--- config.mk ---
export PLATFORM = sky130hd
export DESIGN_NAME = ddrb4_ctrl
export DESIGN_NICKNAME = d
export VERILOG_FILES = /design/src/rtl/ddrb4_pkg.sv /design/src/rtl/ddrb4_issue.sv /design/src/rtl/ddrb4_wrpath.sv /design/src/rtl/ddrb4_rdpath.sv /design/src/rtl/ddrb4_ctrl.sv
export SDC_FILE = /design/constraint.sdc
export NUM_CORES = 1
export LEC_CHECK = 0
export ABC_AREA = 1
export BUFFER_PORTS_ARGS = -buffer_cell sky130_fd_sc_hd__buf_4
export CAP_MARGIN = 20
export CORE_UTILIZATION = 55
export DETAILED_ROUTE_END_ITERATION = 12
export GPL_TIMING_DRIVEN = 0
export PLACE_DENSITY = 0.81
export SETUP_SLACK_MARGIN = 0.05
export SYNTH_ARGS = -nofsm -noshare
export SYNTH_HDL_FRONTEND = slang
export SYNTH_HIERARCHICAL = 1
export SYNTH_SLANG_ARGS = --single-unit
--- constraint.sdc ---
create_clock -name clk -period 3.15 [get_ports clk]
set_input_delay 0.63 -clock clk [delete_from_list [all_inputs] [get_ports clk]]
set_output_delay 0.63 -clock clk [all_outputs]
set_load 0.02 [all_outputs]
--- src/rtl/ddrb4_pkg.sv ---
package ddrb4_pkg;
   localparam int unsigned DDRB4_BEATS = 4;

   typedef enum logic {
      OP_WRITE = 1'b0,
      OP_READ  = 1'b1
   } ddrb4_op_e;
endpackage

--- src/rtl/ddrb4_issue.sv ---
module ddrb4_issue
   import ddrb4_pkg::*;
#(
   parameter int AW = 8
) (
   input  logic          clk,
   input  logic          rst_n,
   input  logic          run,
   input  logic          req_valid,
   input  logic          req_write,
   input  logic [AW-1:0] req_addr,
   output logic          req_ready,
   output logic          accept,
   output logic          ld_n,
   output logic          rw_n,
   output logic [AW-1:0] addr
);
   // cycles since the last load cycle, saturating; 0 marks the load cycle
   logic [1:0] since;
   logic       last_rd;
   ddrb4_op_e  op_next;

   always_comb begin
      op_next   = req_write ? OP_WRITE : OP_READ;
      req_ready = run && (since != 2'd0)
                  && !(last_rd && req_write && (since == 2'd1));
      accept    = req_valid && req_ready;
   end

   always_ff @(posedge clk) begin
      if (!rst_n) begin
         since   <= 2'd3;
         last_rd <= 1'b0;
         ld_n    <= 1'b1;
         rw_n    <= 1'b1;
         addr    <= '0;
      end else if (run) begin
         ld_n <= !accept;
         if (accept) begin
            since   <= 2'd0;
            last_rd <= (op_next == OP_READ);
            rw_n    <= op_next;
            addr    <= req_addr;
         end else if (since != 2'd3) begin
            since <= since + 2'd1;
         end
      end
   end

   AST_LOAD_NEEDS_REQ: assert property (@(posedge clk) disable iff (!rst_n)
      $fell(ld_n) |-> $past(accept));
   AST_ACCEPT_SPACING: assert property (@(posedge clk) disable iff (!rst_n)
      accept |=> !req_ready);
   AST_RD_WR_GAP: assert property (@(posedge clk) disable iff (!rst_n)
      (run && !ld_n && rw_n) |=> !(req_valid && req_ready && req_write));
   AST_PINS_HOLD: assert property (@(posedge clk) disable iff (!rst_n)
      !run |=> ($stable(ld_n) && $stable(rw_n) && $stable(addr)));
endmodule

--- src/rtl/ddrb4_wrpath.sv ---
module ddrb4_wrpath
   import ddrb4_pkg::*;
#(
   parameter int DW = 16
) (
   input  logic                      clk,
   input  logic                      rst_n,
   input  logic                      run,
   input  logic                      accept,
   input  logic [DDRB4_BEATS*DW-1:0] wdata,
   input  logic                      ld_n,
   input  logic                      rw_n,
   output logic                      oe,
   output logic [DW-1:0]             rise,
   output logic [DW-1:0]             fall
);
   localparam int BW = DDRB4_BEATS * DW;

   logic [BW-1:0] wbuf;
   logic [DW-1:0] word [DDRB4_BEATS];
   logic          second;

   for (genvar k = 0; k < DDRB4_BEATS; k++) begin : g_word
      assign word[k] = wbuf[k*DW +: DW];
   end

   always_ff @(posedge clk) begin
      if (!rst_n) begin
         wbuf   <= '0;
         second <= 1'b0;
         oe     <= 1'b0;
         rise   <= '0;
         fall   <= '0;
      end else if (run) begin
         if (accept) wbuf <= wdata;
         if (!ld_n && !rw_n) begin
            oe     <= 1'b1;
            rise   <= word[0];
            fall   <= word[1];
            second <= 1'b1;
         end else if (second) begin
            rise   <= word[2];
            fall   <= word[3];
            second <= 1'b0;
         end else begin
            oe <= 1'b0;
         end
      end
   end

   AST_WR_LANES_HOLD: assert property (@(posedge clk) disable iff (!rst_n)
      !run |=> ($stable(oe) && $stable(rise) && $stable(fall)));
   AST_WR_TWO_CYCLES: assert property (@(posedge clk) disable iff (!rst_n)
      (run && $rose(oe)) |=> oe);
endmodule

--- src/rtl/ddrb4_rdpath.sv ---
module ddrb4_rdpath
   import ddrb4_pkg::*;
#(
   parameter int DW = 16
) (
   input  logic                      clk,
   input  logic                      rst_n,
   input  logic                      run,
   input  logic                      ld_n,
   input  logic                      rw_n,
   input  logic [DW-1:0]             q_rise,
   input  logic [DW-1:0]             q_fall,
   output logic                      rd_busy,
   output logic                      rsp_valid,
   output logic [DDRB4_BEATS*DW-1:0] rsp_data
);
   logic            st1, st2, st3;
   logic [DW-1:0]   w0;
   logic [3*DW-1:0] w012;

   assign rd_busy = st1 || st2 || st3;

   always_ff @(posedge clk) begin
      if (!rst_n) begin
         st1       <= 1'b0;
         st2       <= 1'b0;
         st3       <= 1'b0;
         w0        <= '0;
         w012      <= '0;
         rsp_valid <= 1'b0;
         rsp_data  <= '0;
      end else if (run) begin
         st1 <= !ld_n && rw_n;
         st2 <= st1;
         st3 <= st2;
         if (st1) w0 <= q_fall;
         if (st2) w012 <= {q_fall, q_rise, w0};
         if (st3) rsp_data <= {q_rise, w012};
         rsp_valid <= st3;
      end else begin
         rsp_valid <= 1'b0;
      end
   end

   AST_RSP_ONE_CYCLE: assert property (@(posedge clk) disable iff (!rst_n)
      rsp_valid |=> !rsp_valid);
endmodule

--- src/rtl/ddrb4_ctrl.sv ---
module ddrb4_ctrl
   import ddrb4_pkg::*;
#(
   parameter int DW = 16,
   parameter int AW = 8
) (
   input  logic                      clk,
   input  logic                      rst_n,
   input  logic                      run,
   input  logic                      req_valid,
   output logic                      req_ready,
   input  logic                      req_write,
   input  logic [AW-1:0]             req_addr,
   input  logic [DDRB4_BEATS*DW-1:0] req_wdata,
   output logic                      rsp_valid,
   output logic [DDRB4_BEATS*DW-1:0] rsp_data,
   output logic                      mem_ld_n,
   output logic                      mem_rw_n,
   output logic [AW-1:0]             mem_addr,
   output logic                      mem_dq_oe,
   output logic [DW-1:0]             mem_dq_rise,
   output logic [DW-1:0]             mem_dq_fall,
   input  logic [DW-1:0]             mem_q_rise,
   input  logic [DW-1:0]             mem_q_fall
);
   if (DW < 1) begin : g_bad_dw
      $error("ddrb4_ctrl: DW must be at least 1");
   end
   if (AW < 1) begin : g_bad_aw
      $error("ddrb4_ctrl: AW must be at least 1");
   end

   logic accept;
   logic rd_busy;

   ddrb4_issue #(.AW(AW)) u_issue (
      .clk       (clk),
      .rst_n     (rst_n),
      .run       (run),
      .req_valid (req_valid),
      .req_write (req_write),
      .req_addr  (req_addr),
      .req_ready (req_ready),
      .accept    (accept),
      .ld_n      (mem_ld_n),
      .rw_n      (mem_rw_n),
      .addr      (mem_addr)
   );

   ddrb4_wrpath #(.DW(DW)) u_wr (
      .clk    (clk),
      .rst_n  (rst_n),
      .run    (run),
      .accept (accept),
      .wdata  (req_wdata),
      .ld_n   (mem_ld_n),
      .rw_n   (mem_rw_n),
      .oe     (mem_dq_oe),
      .rise   (mem_dq_rise),
      .fall   (mem_dq_fall)
   );

   ddrb4_rdpath #(.DW(DW)) u_rd (
      .clk       (clk),
      .rst_n     (rst_n),
      .run       (run),
      .ld_n      (mem_ld_n),
      .rw_n      (mem_rw_n),
      .q_rise    (mem_q_rise),
      .q_fall    (mem_q_fall),
      .rd_busy   (rd_busy),
      .rsp_valid (rsp_valid),
      .rsp_data  (rsp_data)
   );

   AST_NO_BUS_FIGHT: assert property (@(posedge clk) disable iff (!rst_n)
      !(mem_dq_oe && rd_busy));
endmodule

==> results.yml <==
timing:
  timing_hold_violations_final: 0
  rsz0062_at_grt: "no"
  fin_skew_ps: 6.38
  setup_viol: 0
  tightest_slew_ps: 562
  fin_crit_sh_pct: 70.2
  slew_violations: 0
  max_freq_ghz: 0.452
  holdWs_ps: 359
  period_minus_slack_ps: 2210
  setup_tns_ps: 0
  setup_slack_ps: 940
  slew_headroom_pct: 62.5
finish:
  final_nets: 1856
  post-route-util_pct: 72.3
  design_area_sq_um: 12600
  layoutNonFillerInstCount: 1986
  nFillCells: 1474
  drive_above_1_share_pct: 18.7
  syn_to_final_growth_pct: 27.2
  antennaDiodeCount: 0
worst_setup_path:
  startpoint: "u_issue/since[0]$_SDFFE_PN1P_"
  worstReg2RegEnd: "u_wr/wbuf[21]$_SDFFE_PN0P_"
  r2r_slack_ps: 1120
  cp_max_fo: 5
  slowest_stage: "dfxtp_1"
  path_cells: "inv_1 -> ha_1 -> nor2_4 -> nand2_1 -> inv_1 -> buf_4"
  cp.arrival_ps: 1580
  cp-end-kind: "output pin"
  reg2reg_depth: 11
  r2r_start: "u_issue/since[0]$_SDFFE_PN1P_"
  criticalPathCategory: "flip-flop to output pin"
  cp-endpoint: "req_ready"
  cp_common_cell: "inv_1"
  max_stage_delay_ps: 410
  start_kind: "flip-flop"
  required_ps: 2520
detailed_routing:
  drtIter0Drc: 470
  drtAntennaViolNets: 0
  viasPerCell: 4.66
  wirelength_um: 24900
  vias: 9254
  drt-pass1-iter-count: 8
  routedWlPerCell_um: 12.5
  drc: 0
placed_design:
  placed_cell_area_sq_um: 11800
  post-place-cells: 1943
  place_congestion: 0.865
  io_buffer_count: 217
  dp_slack_ps: 946
  dp_hpwl_um: 18200
clocking:
  clockBufferDepth: 3
  cts_buffers: 24
  post_cts_resized: 0
  cts.clk_slew.worst_paths_ps: 60
  htree_levels: 1
  insertion_delay_ps: 510
  post_cts_buffers: 0
  cts-root-buf: "clkbuf_16"
  cts_tree: "built"
  holdBufCountCts: 0
  clock-sinks: 243
floorplanning:
  start_util_pct: 56.8
  fp-row-count: 48
  die_x_um: 136
  coreArea_sq_um: 17500
  die-area_sq_um: 18600
  io_pins: 218
  die_h_um: 136
min_path:
  hp-class: "input pin to flip-flop"
yosys:
  syn-cell-area_sq_um: 9930
  syn_inst: 1501
  synth.avg_cell_area_sq_um: 6.62
  synth_fp_nets: 1613
  yosysWarnings: 6
grt:
  grt_usage_pct: 26.5
  gr-total-overflow: 0
  antenna_found_initial: 0
  grt_pass1_vias: 8259
  grt_max_degree: 16
  grt_pass1_wl_um: 39200
pwr:
  leakagePower_nw: 6.93
  power_mw: 6.66
  power.density_nw_per_um2: 527
  peakVddDrop_uv: 386
status:
  status: "finished clean"
job:
  maxCapViolCount: 0
-- critical path, delay by kind of cell (launching register included) --
kind | cells | cell delay (ps)
flops | 1 | 410
fa+ha+maj | 1 | 220
simple gates | 2 | 200
buf+inv | 3 | 250
-- worst min-delay path by stage --
stage,startpoint,to,slack [ps],cells past startpoint
finish,req_wdata[4],u_wr/wbuf[4]$_SDFFE_PN0P_,360,3
floorplan,u_issue/last_rd$_SDFFE_PN0P_,u_issue/last_rd$_SDFFE_PN0P_,440,2
global placement,u_issue/addr[6]$_SDFFE_PN0P_,u_issue/addr[6]$_SDFFE_PN0P_,450,2
detailed placement,u_issue/addr[6]$_SDFFE_PN0P_,u_issue/addr[6]$_SDFFE_PN0P_,460,2
CTS,req_wdata[39],u_wr/wbuf[39]$_SDFFE_PN0P_,350,3
global route,mem_q_rise[14],u_rd/w012[30]$_SDFFE_PN0P_,360,3
-- placed cells by master, fill, tap and decap left out, types with 6 or more instances in the layout --
cell and instances:
nor2_1 452, nand3_1 36, inv_1 174, dfxtp_1 243
nand2_1 420, buf_2 56, buf_6 6, o21ai_0 6
clkbuf_1 21, a21oi_1 14, clkbuf_16 25, buf_4 221
o21ai_1 61, clkinv_2 6
-- layer usage --
metal	vias to the layer above	share of wire [%]	global-route usage [%]
met4	0	1.9	6.91
li1	4894	-	-
met1	4036	43	32.7
met3	34	6.7	3.62
met2	290	49	48.0
met5	-	0	0
-- where the power goes --
group          switching [mW]  internal, mW
Clock                    1.16          1.71
Combinational           0.322         0.242
Sequential             0.0563          3.17
-- flip-flops by register name, summed over array words and instances (netlist names), 2 cells and up --
name	cells
u_wr/fall	16
u_rd/w0	16
u_wr/wbuf	64
u_issue/addr	8
u_rd/rsp_data	64
u_rd/w012	48
u_issue/since	2
u_wr/rise	16
-- final cells by class --
cell class | count | area (sq um) | area share [%]
Timing Repair Buffer | 217 | 1630 | 12.9
Clock buffer | 35 | 703 | 5.56
Sequential cell | 243 | 4860 | 38.5
Clock inverter | 8 | 90.1 | 0.713
Inverter | 178 | 668 | 5.29
Buffer | 81 | 434 | 3.44
Multi-Input combinational cell | 999 | 3970 | 31.4
Tap cell | 225 | 282 | 2.23
No activity file was read; power rests on OpenSTA's default activity.
